**config.mk**
```make
export PLATFORM = sky130hd
export DESIGN_NAME = flag_offset_loader
export DESIGN_NICKNAME = d
export VERILOG_FILES = /design/src/rtl/ofs_pkg.sv /design/src/rtl/ofs_mode_decode.sv /design/src/rtl/ofs_load_seq.sv /design/src/rtl/flag_offset_loader.sv
export SDC_FILE = /design/constraint.sdc
export NUM_CORES = 1
export LEC_CHECK = 0
export BUFFER_PORTS_ARGS = -buffer_cell sky130_fd_sc_hd__buf_4
export CAP_MARGIN = 20
export CORE_MARGIN = 1
export CORE_UTILIZATION = 45
export DETAILED_ROUTE_END_ITERATION = 8
export PLACE_DENSITY_LB_ADDON = 0.12
export SKIP_CTS_REPAIR_TIMING = 1
export SYNTH_ARGS = -nofsm -noshare
export SYNTH_HDL_FRONTEND = slang
export SYNTH_HIERARCHICAL = 1
export SYNTH_SLANG_ARGS = --single-unit
```
**constraint.sdc**
```tcl
create_clock -name clk -period 4.5 [get_ports clk]
set_input_delay 0 -clock clk [delete_from_list [all_inputs] [get_ports clk]]
set_output_delay 0 -clock clk [all_outputs]
set_load 0.03 [all_outputs]
```
**src/rtl/ofs_pkg.sv**
```systemverilog
package ofs_pkg;
    typedef enum logic [1:0] {
        LD_SERIAL   = 2'd0,
        LD_PARALLEL = 2'd1,
        LD_PRESET   = 2'd2
    } ld_method_e;
endpackage

```
**src/rtl/ofs_mode_decode.sv**
```systemverilog
module ofs_mode_decode
    import ofs_pkg::*;
#(
    parameter int OFS_W = 10
) (
    input  logic             ser_mode_n,
    input  logic [1:0]       fsel,
    output ld_method_e       method,
    output logic [OFS_W-1:0] preset
);
    always_comb begin
        preset = '0;
        if (!ser_mode_n) begin
            method = LD_SERIAL;
        end else if (fsel == 2'b00) begin
            method = LD_PARALLEL;
        end else begin
            method = LD_PRESET;
            case (fsel)
                2'b01:   preset = OFS_W'(8);
                2'b10:   preset = OFS_W'(16);
                default: preset = OFS_W'(64);
            endcase
        end
    end
endmodule

```
**src/rtl/ofs_load_seq.sv**
```systemverilog
module ofs_load_seq #(
    parameter int CNT_W = 6
) (
    input  logic             clk,
    input  logic             clr,
    input  logic             step,
    input  logic [CNT_W-1:0] limit,
    output logic [CNT_W-1:0] cnt,
    output logic             done
);
    logic [CNT_W-1:0] cnt_d, cnt_q;

    always_comb begin
        cnt_d = cnt_q;
        if (clr)
            cnt_d = '0;
        else if (step && (cnt_q != limit))
            cnt_d = cnt_q + 1'b1;
    end

    always_ff @(posedge clk) begin
        cnt_q <= cnt_d;
    end

    assign cnt  = cnt_q;
    assign done = (cnt_q == limit);


    cnt_in_range_chk: assert property (@(posedge clk) disable iff (clr)
        cnt_q <= limit);
endmodule

```
**src/rtl/flag_offset_loader.sv**
```systemverilog
module flag_offset_loader
    import ofs_pkg::*;
#(
    parameter int OFS_W = 10
) (
    input  logic             clk,
    input  logic             rst_n,
    input  logic             part_rst_n,
    input  logic             ser_mode_n,
    input  logic [1:0]       fsel,
    input  logic             wr_en,
    input  logic [OFS_W-1:0] wr_ofs,
    output logic [OFS_W-1:0] y1_ofs,
    output logic [OFS_W-1:0] x1_ofs,
    output logic [OFS_W-1:0] y2_ofs,
    output logic [OFS_W-1:0] x2_ofs,
    output logic             load_done
);
    localparam int CHAIN_W = 4 * OFS_W;
    localparam int CNT_W   = $clog2(CHAIN_W + 1);

    typedef struct packed {
        ld_method_e       method;
        logic [OFS_W-1:0] y1;
        logic [OFS_W-1:0] x1;
        logic [OFS_W-1:0] y2;
        logic [OFS_W-1:0] x2;
    } ofs_state_t;

    ofs_state_t       st_d, st_q;
    ld_method_e       dec_method;
    logic [OFS_W-1:0] dec_preset;
    logic [CNT_W-1:0] limit, cnt;
    logic             done, step, ser_en_n, ser_bit;

    assign ser_en_n = fsel[1];
    assign ser_bit  = fsel[0];

    ofs_mode_decode #(.OFS_W(OFS_W)) u_dec (
        .ser_mode_n (ser_mode_n),
        .fsel       (fsel),
        .method     (dec_method),
        .preset     (dec_preset)
    );

    always_comb begin
        case (st_q.method)
            LD_SERIAL:   limit = CNT_W'(CHAIN_W);
            LD_PARALLEL: limit = CNT_W'(4);
            default:     limit = '0;
        endcase
    end

    always_comb begin
        step = 1'b0;
        if (rst_n && !done) begin
            if (st_q.method == LD_SERIAL)
                step = !ser_en_n;
            else if (st_q.method == LD_PARALLEL)
                step = wr_en;
        end
    end

    ofs_load_seq #(.CNT_W(CNT_W)) u_seq (
        .clk   (clk),
        .clr   (!rst_n),
        .step  (step),
        .limit (limit),
        .cnt   (cnt),
        .done  (done)
    );

    always_comb begin
        st_d = st_q;
        if (!rst_n) begin
            st_d.method = dec_method;
            if (dec_method == LD_PRESET) begin
                st_d.y1 = dec_preset;
                st_d.x1 = dec_preset;
                st_d.y2 = dec_preset;
                st_d.x2 = dec_preset;
            end else begin
                st_d.y1 = '0;
                st_d.x1 = '0;
                st_d.y2 = '0;
                st_d.x2 = '0;
            end
        end else if (step) begin
            if (st_q.method == LD_SERIAL) begin
                {st_d.y1, st_d.x1, st_d.y2, st_d.x2} =
                    {st_q.y1[OFS_W-2:0], st_q.x1, st_q.y2, st_q.x2, ser_bit};
            end else begin
                case (cnt[1:0])
                    2'd0:    st_d.y1 = wr_ofs;
                    2'd1:    st_d.x1 = wr_ofs;
                    2'd2:    st_d.y2 = wr_ofs;
                    default: st_d.x2 = wr_ofs;
                endcase
            end
        end
    end

    always_ff @(posedge clk) begin
        st_q <= st_d;
    end

    assign y1_ofs    = st_q.y1;
    assign x1_ofs    = st_q.x1;
    assign y2_ofs    = st_q.y2;
    assign x2_ofs    = st_q.x2;
    assign load_done = done;

    initial begin

        width_fits_preset_chk: assert (OFS_W >= 8);
    end


    method_frozen_chk: assert property (@(posedge clk) disable iff (!rst_n)
        rst_n |=> $stable(st_q.method));


    hold_after_done_chk: assert property (@(posedge clk) disable iff (!rst_n)
        load_done |=> (load_done && $stable({y1_ofs, x1_ofs, y2_ofs, x2_ofs})));


    serial_idle_chk: assert property (@(posedge clk) disable iff (!rst_n)
        (st_q.method == LD_SERIAL && ser_en_n) |=>
            $stable({y1_ofs, x1_ofs, y2_ofs, x2_ofs}));


    serial_bit_in_chk: assert property (@(posedge clk) disable iff (!rst_n)
        (st_q.method == LD_SERIAL && !load_done && !ser_en_n) |=>
            (x2_ofs[0] == $past(ser_bit)));


    partial_reset_quiet_chk: assert property (@(posedge clk) disable iff (!rst_n)
        (!part_rst_n && load_done) |=> $stable({y1_ofs, x1_ofs, y2_ofs, x2_ofs}));
endmodule

```
==> results.ini <==
[run_status]
outcome=finished, final reports clean

[power]
leakage_uw=0.001161
ir_worst_vdd_uv=141.6
p_int_uw=747.9
switching_share_pct=31.88
clockPowerShare_pct=22.7
p_per_area_mw_per_mm2=372.0
p_comb_share_pct=24.9
switching_power_uw=350.1
seq_power_share_pct=52.4

[critical_path]
end_kind=flip-flop
rr_endpoint=y1_ofs[1]
worstPathMaxFanout=42
rrSetupSlack_ns=1.21
crit_type=flip-flop to flip-flop
r2r-start=st_q[41]
critPathRequiredTime_ns=4.57
cp.arrival_ns=3.35
critPathLaunchType=flip-flop
ff2ff_path_depth=9

[timing]
timing.final.crit_share_pct=73.08
whs_ns=0.05054
fin_skew_ns=0.005644
setup_viol=0
tns_ns=0
tightest_slew_ns=0.8419
timing.final.ws_setup_ns=1.211
slew_headroom_pct=43.61
hold_viol=0
min_period_ns=3.289
rsz0062_at_grt=no
slew_violations=0
max_freq_ghz=0.3041

[detailed_routing]
vias=1864
drcViolationCount=0
drt_iter0_drc=92
detail-route-antenna-nets=0
wirelength_mm=5.679
routed_via_density=5.266
dr.pass1.iters=4
wire_per_inst_um=16.04

[clocking]
clk_latency_ns=0.30
cts_tree=yes
cts-root-buf=clkbuf_8
cts_buffer_depth=2
cts_inserted_buffers=5
clk_pin_slew_ns=0.09
cts_max_level=2
numClockSinks=48

[global_routing]
grt_usage_pct=18.53
grt_max_degree=51
antenna_found_initial=0
grt_pass1_vias=1708
overflow=0
grt_pass1_wl_mm=8.694

[die]
num_rows=27
dieArea_mm2=0.006346
start_util_pct=47.82
ios=58
die_y_um=79.66
core_mm2=0.005675
die_w_um=79.66

[synthesis]
yosys-top-cells-count=buf_4, a21oi_1, edfxtp_1, o21ai_1, nand2_1
yosysWarningCount=6
ys_seq_area_share_pct=50.90
synth-edff-count=42
async_reset_ff_share_pct=0
synth_cell_types=35
synthTopCellsByArea=edfxtp_1, buf_4, a21oi_1
synth-seq-cells=48
netlist_instances=262
synth_flop_cell=edfxtp_1
yosys.area.top_type=edfxtp_1
netlist.area_leader.share_pct=46.47
synth_area_mm2=0.002714
synth.most_common_cell=buf_4
syn_area_per_cell_um2=10.36

[hold_path]
hold-path-endpoint=st_q[40]
hp-class=input port to flip-flop
min_path_cells=2
holdCritStartpoint=fsel[0]

[cells_and_area]
nets=299
n_fill_cell=533
layout.cells.non_filler=354
diodes=0
layout-drive-gt1-share_pct=26.95
fin_util_pct=52.01
areaGrowthSynthToFinish_pct=8.760

[placement]
placedCellCount=346
hpwl_mm=3.868
port_buffers=56
gp_congestion=0.8235
place_ws_ns=1.237

[flow_run]
maxCapViolCount=0

## how the worst max path moves through the flow
| stage | from | to | slack [ns] | cells after the start |
|---|---|---|---|---|
| global route | st_q[40] | y1_ofs[4] | 1.03 | 9 |
| finish | st_q[41] | y1_ofs[1] | 1.21 | 9 |
| detailed placement | st_q[40] | y1_ofs[0] | 1.24 | 9 |
| floorplan | st_q[40] | x1_ofs[0] | 1.93 | 9 |
| CTS | st_q[40] | y1_ofs[2] | 1.21 | 9 |
| global placement | st_q[40] | y1_ofs[2] | 1.28 | 9 |
## cell usage in the layout, fill, tap and decap left out, types with 6 or more instances in the layout
master	Yosys	routed
xor2_1	6	6
buf_4	47	61
o21a_1	11	11
o21ai_1	39	39
edfxtp_1	42	42
conb_1	2	10
a21oi_1	43	43
dfxtp_1	6	6
nand2_1	12	12
nor2_1	8	8
## stage by stage
stage,power [uW],cell area [um^2]
final,1098,2952
after global routing,1150,2952
after CTS,1109,2952
after detailed placement,858.6,2868
after global placement,856.6,2868
after floorplan,809.3,2744
## per-layer routing
| layer | global-route usage [%] | part of all wire, % |
|---|---|---|
| met1 | 24.82 | 48 |
| met5 | 0 | 0 |
| met2 | 29.83 | 46 |
| met3 | 4.800 | 5.2 |
| met4 | 4.364 | 0.74 |
## power groups by stage
stage	logic (uW)	clock network, uW	registers (uW)
CTS	274	258	576
global route	292	276	581
global placement	271	0	585
finish	273	249	576
detailed placement	273	0	585
floorplan	241	0	568
## sequential cells by signal (all words and copies together) (netlist names)
register / cells
y2_ofs: 10
y1_ofs: 10
x2_ofs: 10
x1_ofs: 10
u_seq/cnt: 6
st_q: 2
## final cells by class
cell class,instances,area [um^2],area share (%)
Tap cell,72,90.09,3.052
Timing Repair Buffer,61,457.9,15.52
Inverter,2,12.51,0.4239
Clock buffer,6,72.57,2.459
Multi-Input combinational cell,163,925.9,31.37
Clock inverter,2,11.26,0.3815
Sequential cell,48,1381,46.80
## worst max-delay path, cell delays in order (launching register included)
cell and delay (ns):
edfxtp_1 0.71, or2_4 0.26, clkinv_4 0.24, xor2_1 0.24, nor4_2 0.41, and2_4 0.23, nor2_1 0.05, a31oi_1 0.33
a31oi_1 0.26, buf_4 0.29
## logic make-up (layout without fill, tap and decap cells)
| logic type | count (synthesis) | in the layout | share of synthesized area [%] |
|---|---|---|---|
| AO/OA/AOI/OAI | 101 | 101 | 19.96 |
| multiplexers | 2 | 2 | 0.7838 |
| adder cells (fa/ha/maj) | 1 | 1 | 0.4610 |
| buffers and inverters | 59 | 71 | 16.09 |
| flip-flops | 48 | 48 | 50.90 |
| other | 2 | 10 | 0.2767 |
| AND/OR/NAND/NOR | 40 | 40 | 8.622 |
| XOR/XNOR | 9 | 9 | 2.905 |
Note: power is estimated with default switching activity, not from simulation.
